==> config.mk <==
export PLATFORM = sky130hd
export DESIGN_NAME = bcd_clock_calendar
export DESIGN_NICKNAME = d
export VERILOG_FILES = /design/src/rtl/bcd_cal_pkg.sv /design/src/rtl/bcd_field_cnt.sv /design/src/rtl/bcd_hour_cnt.sv /design/src/rtl/bcd_clock_calendar.sv
export SDC_FILE = /design/constraint.sdc
export NUM_CORES = 1
export LEC_CHECK = 0
export BUFFER_PORTS_ARGS = -buffer_cell sky130_fd_sc_hd__buf_4
export CORE_MARGIN = 2
export CORE_UTILIZATION = 45
export DETAILED_ROUTE_END_ITERATION = 10
export GPL_TIMING_DRIVEN = 1
export PLACE_DENSITY = 0.66
export SLEW_MARGIN = 20
export SYNTH_ARGS = -nofsm -noshare
export SYNTH_HDL_FRONTEND = slang
export SYNTH_SLANG_ARGS = --single-unit
==> constraint.sdc <==
create_clock -name clk_i -period 5.2 [get_ports clk_i]
set_input_delay 1.3 -clock clk_i [delete_from_list [all_inputs] [get_ports clk_i]]
set_output_delay 1.3 -clock clk_i [all_outputs]
set_load 0.02 [all_outputs]
==> src/rtl/bcd_cal_pkg.sv <==
package bcd_cal_pkg;
  localparam int unsigned BYTE_W = 8;
  localparam int unsigned ADDR_W = 3;
  localparam int unsigned N_FLD  = 7;

  typedef logic [BYTE_W-1:0] bcd8_t;

  typedef enum logic [ADDR_W-1:0] {
    F_SEC   = 3'd0,
    F_MIN   = 3'd1,
    F_HOUR  = 3'd2,
    F_WDAY  = 3'd3,
    F_DATE  = 3'd4,
    F_MONTH = 3'd5,
    F_YEAR  = 3'd6
  } fld_e;

  function automatic bcd8_t bcd_inc(input bcd8_t v);
    bcd8_t r;
    if (v[3:0] >= 4'd9) r = {v[7:4] + 4'd1, 4'd0};
    else                r = {v[7:4], v[3:0] + 4'd1};
    return r;
  endfunction

  // tens*10 mod 4 equals 2 for odd tens, ones mod 4 is the low two bits
  function automatic logic is_leap(input bcd8_t y);
    logic [1:0] r;
    r = (y[4] ? 2'd2 : 2'd0) + y[1:0];
    return r == 2'd0;
  endfunction

  function automatic bcd8_t last_day(input bcd8_t m, input bcd8_t y);
    bcd8_t r;
    case (m)
      8'h02:                      r = is_leap(y) ? 8'h29 : 8'h28;
      8'h04, 8'h06, 8'h09, 8'h11: r = 8'h30;
      default:                    r = 8'h31;
    endcase
    return r;
  endfunction
endpackage

==> src/rtl/bcd_field_cnt.sv <==
module bcd_field_cnt
  import bcd_cal_pkg::*;
#(
  parameter bcd8_t LO   = 8'h00,
  parameter bcd8_t RST  = 8'h00,
  parameter bcd8_t MASK = 8'hFF
) (
  input  logic  clk_i,
  input  logic  rst_ni,
  input  logic  inc_i,
  input  bcd8_t top_i,
  input  logic  wr_i,
  input  bcd8_t wr_data_i,
  output bcd8_t val_o,
  output logic  wrap_o
);
  bcd8_t q;

  assign wrap_o = inc_i && (q == top_i);
  assign val_o  = q;

  always_ff @(posedge clk_i or negedge rst_ni) begin
    if (!rst_ni)     q <= RST;
    else if (wr_i)   q <= wr_data_i & MASK;
    else if (inc_i)  q <= wrap_o ? LO : bcd_inc(q);
  end
endmodule

==> src/rtl/bcd_hour_cnt.sv <==
module bcd_hour_cnt
  import bcd_cal_pkg::*;
(
  input  logic  clk_i,
  input  logic  rst_ni,
  input  logic  inc_i,
  input  logic  wr_i,
  input  bcd8_t wr_data_i,
  output bcd8_t val_o,
  output logic  day_o
);
  logic [6:0] q, nxt;
  logic       mid;
  bcd8_t      inc12, inc24;

  assign inc12 = bcd_inc({3'b000, q[4:0]});
  assign inc24 = bcd_inc({2'b00, q[5:0]});

  always_comb begin
    nxt = q;
    mid = 1'b0;
    if (q[6]) begin
      // 12h: bit5 = PM
      case (q[4:0])
        5'h11: begin
          nxt[5]   = ~q[5];
          nxt[4:0] = 5'h12;
          mid      = q[5];
        end
        5'h12:   nxt[4:0] = 5'h01;
        default: nxt[4:0] = inc12[4:0];
      endcase
    end else begin
      if (q[5:0] == 6'h23) begin
        nxt[5:0] = 6'h00;
        mid      = 1'b1;
      end else begin
        nxt[5:0] = inc24[5:0];
      end
    end
  end

  assign day_o = inc_i && mid;
  assign val_o = {1'b0, q};

  always_ff @(posedge clk_i or negedge rst_ni) begin
    if (!rst_ni)    q <= 7'h00;
    else if (wr_i)  q <= wr_data_i[6:0];
    else if (inc_i) q <= nxt;
  end
endmodule

==> src/rtl/bcd_clock_calendar.sv <==
module bcd_clock_calendar
  import bcd_cal_pkg::*;
(
  input  logic                clk_i,
  input  logic                rst_ni,
  input  logic                tick_i,
  input  logic                wr_en_i,
  input  logic [ADDR_W-1:0]   wr_addr_i,
  input  logic [BYTE_W-1:0]   wr_data_i,
  output logic [BYTE_W-1:0]   sec_o,
  output logic [BYTE_W-1:0]   min_o,
  output logic [BYTE_W-1:0]   hour_o,
  output logic [BYTE_W-1:0]   wday_o,
  output logic [BYTE_W-1:0]   date_o,
  output logic [BYTE_W-1:0]   month_o,
  output logic [BYTE_W-1:0]   year_o
);
  logic [N_FLD-1:0] wr_hit;
  logic             halt_q, run;
  logic             sec_wrap, min_wrap, day_step, wday_wrap, date_wrap, mon_wrap, year_wrap;
  bcd8_t            sec_v, min_v, hour_v, wday_v, date_v, mon_v, year_v;

  for (genvar i = 0; i < N_FLD; i++) begin : g_dec
    assign wr_hit[i] = wr_en_i && (wr_addr_i == ADDR_W'(i));
  end

  always_ff @(posedge clk_i or negedge rst_ni) begin
    if (!rst_ni)            halt_q <= 1'b0;
    else if (wr_hit[F_SEC]) halt_q <= wr_data_i[7];
  end

  assign run = tick_i && !halt_q;

  bcd_field_cnt #(.LO(8'h00), .RST(8'h00), .MASK(8'h7F)) u_sec (
    .clk_i, .rst_ni, .inc_i(run), .top_i(8'h59),
    .wr_i(wr_hit[F_SEC]), .wr_data_i, .val_o(sec_v), .wrap_o(sec_wrap));

  bcd_field_cnt #(.LO(8'h00), .RST(8'h00), .MASK(8'h7F)) u_min (
    .clk_i, .rst_ni, .inc_i(sec_wrap), .top_i(8'h59),
    .wr_i(wr_hit[F_MIN]), .wr_data_i, .val_o(min_v), .wrap_o(min_wrap));

  bcd_hour_cnt u_hour (
    .clk_i, .rst_ni, .inc_i(min_wrap),
    .wr_i(wr_hit[F_HOUR]), .wr_data_i, .val_o(hour_v), .day_o(day_step));

  bcd_field_cnt #(.LO(8'h01), .RST(8'h01), .MASK(8'h07)) u_wday (
    .clk_i, .rst_ni, .inc_i(day_step), .top_i(8'h07),
    .wr_i(wr_hit[F_WDAY]), .wr_data_i, .val_o(wday_v), .wrap_o(wday_wrap));

  bcd_field_cnt #(.LO(8'h01), .RST(8'h01), .MASK(8'h3F)) u_date (
    .clk_i, .rst_ni, .inc_i(day_step), .top_i(last_day(mon_v, year_v)),
    .wr_i(wr_hit[F_DATE]), .wr_data_i, .val_o(date_v), .wrap_o(date_wrap));

  bcd_field_cnt #(.LO(8'h01), .RST(8'h01), .MASK(8'h1F)) u_month (
    .clk_i, .rst_ni, .inc_i(date_wrap), .top_i(8'h12),
    .wr_i(wr_hit[F_MONTH]), .wr_data_i, .val_o(mon_v), .wrap_o(mon_wrap));

  bcd_field_cnt #(.LO(8'h00), .RST(8'h00), .MASK(8'hFF)) u_year (
    .clk_i, .rst_ni, .inc_i(mon_wrap), .top_i(8'h99),
    .wr_i(wr_hit[F_YEAR]), .wr_data_i, .val_o(year_v), .wrap_o(year_wrap));

  assign sec_o   = {halt_q, sec_v[6:0]};
  assign min_o   = min_v;
  assign hour_o  = hour_v;
  assign wday_o  = wday_v;
  assign date_o  = date_v;
  assign month_o = mon_v;
  assign year_o  = year_v;
endmodule

# --- Yosys cells after proc, flatten, opt, wreduce, memory -nomap -nowiden ---
# Index checks and enable logic that the tools add are counted.
classes:
  reduce_logical: 41
  n_eq_ne: 22
  magnitude_cmp: 7
  n_addsub: 16
  n_mux: 38
  n_bitwise: 1
op_table:
  columns: ["operator", "n"]
  rows:
  - ["8-bit 2-to-1 mux", 24]
  - ["4-bit by 1-bit adder with 4-bit output, second input constant", 13]
  - ["4-bit greater-or-equal comparator, second input constant", 7]
  - ["8-bit by 3-bit equality test with 1-bit output, second input constant", 3]
  - ["6-bit 2-to-1 mux", 4]
  - ["5-bit case mux with 2 select lines", 2]
  - ["3-bit nonzero test", 6]
  - ["8-bit by 5-bit equality test with 1-bit output, second input constant", 2]
  - ["8-bit by 7-bit equality test with 1-bit output, second input constant", 2]
  - ["1-bit logical AND", 15]
  - ["2-bit nonzero test", 7]
  - ["2-bit AND reduction", 6]
  - ["5-bit equality test, second input constant", 2]
  - ["3-bit equality test, second input constant", 3]
  - ["8-bit by 2-bit equality test with 1-bit output, second input constant", 1]
  - ["8-bit by 4-bit equality test with 1-bit output, second input constant", 1]
  - ["8-bit by 6-bit equality test with 1-bit output", 1]
  - ["8-bit equality test, second input constant", 1]
  - ["7-bit 2-to-1 mux", 1]
  - ["3-bit by 2-bit equality test with 1-bit output, second input constant", 2]
  - ["6-bit equality test, second input constant", 1]
  - ["3-bit AND reduction", 2]
  - ["1-bit 2-to-1 mux", 5]
  - ["5-bit 2-to-1 mux", 1]
  - ["other kinds (13)", 13]
word_totals:
  reg_bits: 56
  output_inout_bits: 56
  in_bits: 15
  elab_cells: 142

# --- Longest topological paths before layout ---
depth:
  depth_word: 12
  mapped_depth: 11
  depth_no_buf: 9

# --- Hierarchy ---
# A second synthesis with hierarchy kept.
unflattened:
  cells_unflattened: 515
  hier_area_um2: 4775.8
modules_own_cells:
  columns: ["module", "cells_per_inst", "area_each_um2", "n_inst", "seq_area_each_um2"]
  rows:
  - ["bcd_field_cnt at u_min ...", 76, 723.2, 2, 200.2]
  - ["bcd_field_cnt at u_year", 70, 648.1, 1, 200.2]
  - ["bcd_field_cnt at u_date", 66, 628.1, 1, 201.4]
  - ["bcd_field_cnt at u_month", 65, 620.6, 1, 201.4]
  - ["bcd_field_cnt at u_wday", 61, 618.1, 1, 201.4]
  - ["bcd_hour_cnt", 72, 603.1, 1, 175.2]
  - ["bcd_clock_calendar", 29, 211.5, 1, 25.0]

# --- Worst setup path before layout ---
# OpenSTA, ideal clock, no wires.
synth_path:
  path_kind: "input port to flip-flop"
  from: "in tick_i"
  to: "reg u_wday.q[2] (netlist: u_wday.val_o[2])"
  path_stages: 9
  setup_ps: 67
  path_buffers: 2
  t_arrival_ps: 2944
  t_required_ps: 5133
  slack_ps: 2189
  cell_sequence: "nand2b_1 > nor3_1 > clkbuf_1 > and4_1 > clkbuf_1 > nor2_1 > nor4b_1 > a21oi_1 > nand2_1"
synth_via:
  elab_chain_cells: 8
synth_lines:
  columns: ["element", "line", "rtl"]
  rows:
  - ["start: declaration", "bcd_clock_calendar.sv:6", "input logic tick_i,"]
  - ["1-bit logical AND (*)", "bcd_clock_calendar.sv:32", "assign run = tick_i && !halt_q;"]
  - ["1-bit logical AND (*) (2 in a row)", "bcd_field_cnt.sv:19", "assign wrap_o = inc_i && (q == top_i);"]
  - ["1-bit logical AND (*)", "bcd_hour_cnt.sv:43", "assign day_o = inc_i && mid;"]
  - ["1-bit logical AND", "bcd_field_cnt.sv:19", null]
  - ["8-bit 2-to-1 mux (2 in a row)", "bcd_field_cnt.sv:25", "else if (inc_i) q <= wrap_o ? LO : bcd_inc(q);"]
  - ["8-bit 2-to-1 mux", "bcd_field_cnt.sv:24", "else if (wr_i) q <= wr_data_i & MASK;"]
  - ["end signal: assignment", "bcd_field_cnt.sv:24", null]
  - ["end signal: assignment", "bcd_field_cnt.sv:25", null]
  - ["end: declaration", "bcd_field_cnt.sv:17", "bcd8_t q;"]
# Every way passes the cells marked *; elsewhere a longest branch is shown, timed or not. The select of a mux whose other input is x is not followed.
# A chain may end at the register's enable or synchronous reset.

# --- Final worst setup path ---
layout_path:
  from: "in tick_i"
  to: "reg u_year.q[6] (netlist: u_year.val_o[6])"
layout_via:
  elab_chain_cells: 10
layout_lines:
  columns: ["element", "line"]
  rows:
  - ["1-bit logical AND (*)", "bcd_clock_calendar.sv:32"]
  - ["1-bit logical AND (*) (2 in a row)", "bcd_field_cnt.sv:19"]
  - ["1-bit logical AND (*)", "bcd_hour_cnt.sv:43"]
  - ["1-bit logical AND (*) (2 in a row)", "bcd_field_cnt.sv:19"]
  - ["1-bit logical AND", "bcd_field_cnt.sv:19"]
  - ["8-bit 2-to-1 mux (2 in a row)", "bcd_field_cnt.sv:25"]
  - ["8-bit 2-to-1 mux", "bcd_field_cnt.sv:24"]
  - ["end signal: assignment", "bcd_field_cnt.sv:24"]
  - ["end signal: assignment", "bcd_field_cnt.sv:25"]
  - ["end: declaration", "bcd_field_cnt.sv:17"]
# Marks and branches as above.

==> results.md <==
* Status: finished clean
* Drt first pass iters at 5
* Area of the multi-input gates at 2530 um^2
* Max FO, Critical Path at 17
* CP Data Arrival Time at 3.64 ns
* Worst slew pin tran at 0.736 ns
* Initial antenna violation count at 0
* Post-route cell area at 4850 um^2
* Peak Freq at 0.291 GHz
* Worst-Skew Late Latency at 0.31 ns
* Post-synth EDFFs at 0
* Post-synthesis sequential area ratio at 33.6%
* Slew margin rel. at 50.9%
* Final period util at 66.0%
* # rows at 35
* Slowest CP cell: nand4_1
* Final net count at 601
* RSZ-0062 raised after global routing: no
* Placer Congestion at 0.840
* Buf+Inv Stages, Crit Path at 2
* Largest net degree at the start of global routing at 57
* PostCTS Resize Cnt at 0
* Flops & latches, synth at 56
* Hold-fix buffers, CTS at 0
* Core area at 9110 um^2
* Grt ovf at 0
* Layout fillers at 892
* Post-Syn Nets at 541
* Most Frequent Cell on Critical Path: buf_4
* Vias at 3879
* Initial Util at 45.9%
* Final setup fails at 0
* CTS tree: done
* I/O Buffers at 69
* Gr usage total at 22.6%
* Cells along the critical path: buf_4 -> nand2b_1 -> nor3_1 -> buf_4 -> nand4_1 -> a211o_1 -> nor4_4 -> a21oi_1 -> a221o_1
* First-pass GRT wire length at 18.3 mm
* CTS root buf: clkbuf_8
* Count of cell types in the netlist at 70
* Post-Syn Instances at 490
* Crit end category: flop
* ANT nets after route at 0
* Clk sinks at 56
* Vias per inst at 5.87
* Syn avg cell area at 8.52 um^2
* CP delay by family, top: simple AND/OR/NAND/NOR gates
* TNS Setup at 0 ns
* VDD IR max at 0.176 mV
* Die X at 100 um
* Vias in the first global route at 3634
* Die ar. at 10100 um^2
* Pwr Density at 347 nW/um^2
* Io pins at 71
* Setup bufs post-CTS at 0
* WP data required at 5.40 ns
* Initial drt markers at 200
* Fin util at 53.2%
* Leading register cell type out of synthesis: dfrtp_1
* Post-DP HPWL at 7.98 mm
* WS Path Type: in -> reg
* DRC viols at 0
* Crit start category: primary input
* Async S/R FF share, synth at 100%
* Clk pin slew, worst setup/hold paths at 0.10 ns
* Max-Cap Viols at 0
* Detailed Route WL at 10.9 mm
* LEAKAGE at 2.18 nW
* Ratio of cells with drive above 1 in the final layout at 18.4%
* Die height at 100 um
* Number of synthesis warnings at 0
* Hold Path Class: reg -> reg
* Clock skew at 0.00592 ns
* Final Hold Fails at 0
* Reg area at 1410 um^2
* Antenna diodes at 0
* Max clock buf depth at 2
* Slew Viols, Final at 0
* Synth Cell Area at 4180 um^2
* Worst path max stage delay at 0.59 ns
* H-tree depth at 2
* Placed cell areas at 4750 um^2
* CTS Buf Count at 5
* WL per Instance at 16.4 um
* Total Power at 0.00168 W
* Syn-to-layout area delta at 16.1%
* Fin crit period at 3.43 ns
-- Yosys cell counts, types with 3 or more instances --
library cell | count | share of area, %
dfstp_2 | 3 | 1.9
nand2b_1 | 9 | 1.3
a21oi_1 | 26 | 3.1
or4_1 | 4 | 0.72
o22a_1 | 3 | 0.63
nand3_1 | 17 | 2.0
a31oi_1 | 9 | 1.3
o31a_1 | 3 | 0.63
nor4b_1 | 6 | 1.3
nor2_1 | 43 | 3.9
or3_1 | 7 | 1.0
buf_4 | 9 | 1.6
o211ai_1 | 4 | 0.72
a21boi_0 | 3 | 0.54
mux2_2 | 3 | 0.81
o31ai_1 | 6 | 1.1
o21a_1 | 6 | 1.1
mux2i_1 | 3 | 0.72
clkbuf_1 | 9 | 0.81
nand4_1 | 10 | 1.5
nor4_1 | 3 | 0.45
a22o_1 | 3 | 0.63
nand4bb_1 | 3 | 0.81
dfrtp_1 | 53 | 32
nand2_1 | 45 | 4.0
nand4b_1 | 4 | 0.84
o21ai_0 | 50 | 6.0
nor3b_1 | 7 | 1.3
nor2b_1 | 7 | 1.0
nor3_1 | 11 | 1.3
ha_1 | 36 | 11
inv_1 | 34 | 3.1
and3_1 | 7 | 1.0
-- final timing paths --
kind / depth (start not counted) / slack, ns / from / end
max: 9 / 1.77 / tick_i / u_year.val_o[6]
min: 1 / 0.57 / halt_q / halt_q
max reg2reg: 9 / 2.06 / u_min.val_o[1] / u_year.val_o[6]
min reg2reg: 1 / 0.57 / halt_q / halt_q
max in group asynchronous: 1 / 3.67 / rst_ni / u_min.val_o[5]
min in group asynchronous: 1 / 1.04 / rst_ni / u_month.val_o[5]
-- metal layers --
| layer | vias to the layer above | global-route usage (%) | wire (um) |
|---|---|---|---|
| met1 | 1875 | 30.9 | 4990 |
| met5 | - | 0 | 0 |
| met4 | 0 | 5.80 | 165 |
| met3 | 12 | 4.11 | 586 |
| met2 | 101 | 37.1 | 5120 |
| li1 | 1891 | - | - |
-- placed cells by master, fill, tap and decap left out, types with 9 or more instances in the layout --
master    synthesis  routed
buf_4             9      73
dfrtp_1          53      53
o21ai_0          50      50
nand2_1          45      45
nor2_1           43      43
ha_1             36      36
inv_1            34      34
a21oi_1          26      26
nand3_1          17      17
nor3_1           11      11
nand4_1          10      10
nand2b_1          9       9
a31oi_1           9       9
-- kinds of logic after synthesis --
group,after synthesis,synth area share (%)
AND/OR/NAND/NOR,195,25.9
multiplexers,6,1.53
flip-flops,56,33.6
buffers and inverters,54,5.69
XOR/XNOR,3,0.629
adder cells (fa/ha/maj),36,10.8
other,1,0.0898
AO/OA/AOI/OAI,139,21.8
-- power by group --
group | internal [W] | switching (W)
Sequential | 0.000529 | 0.000159
Clock | 0.000119 | 0.000141
Combinational | 0.000311 | 0.000422
Total | 0.000959 | 0.000722
-- per-stage QoR --
step	hold WS, ns	worst slack [ns]	cells
after floorplan	0.519	2.19	490
after global placement	0.543	1.49	654
after detailed placement	0.544	1.46	654
after CTS	0.570	1.80	661
after global routing	0.596	1.53	661
final	0.566	1.77	661
-- final cells by class --
cell class | instances | area share [%]
clock buffer | 7 | 1.99
sequential | 56 | 29.0
timing repair buffer | 73 | 11.3
tap | 111 | 2.86
inverter | 34 | 2.63
multi-input combinational | 380 | 52.2
-- flip-flops by register name, summed over array words and instances (netlist names) --
signal and cells:
u_hour.q 7, u_date.val_o 8, u_year.val_o 8, u_wday.val_o 8, halt_q 1, u_month.val_o 8, u_sec.val_o 8, u_min.val_o 8
Note: power is estimated with default switching activity, not from simulation.
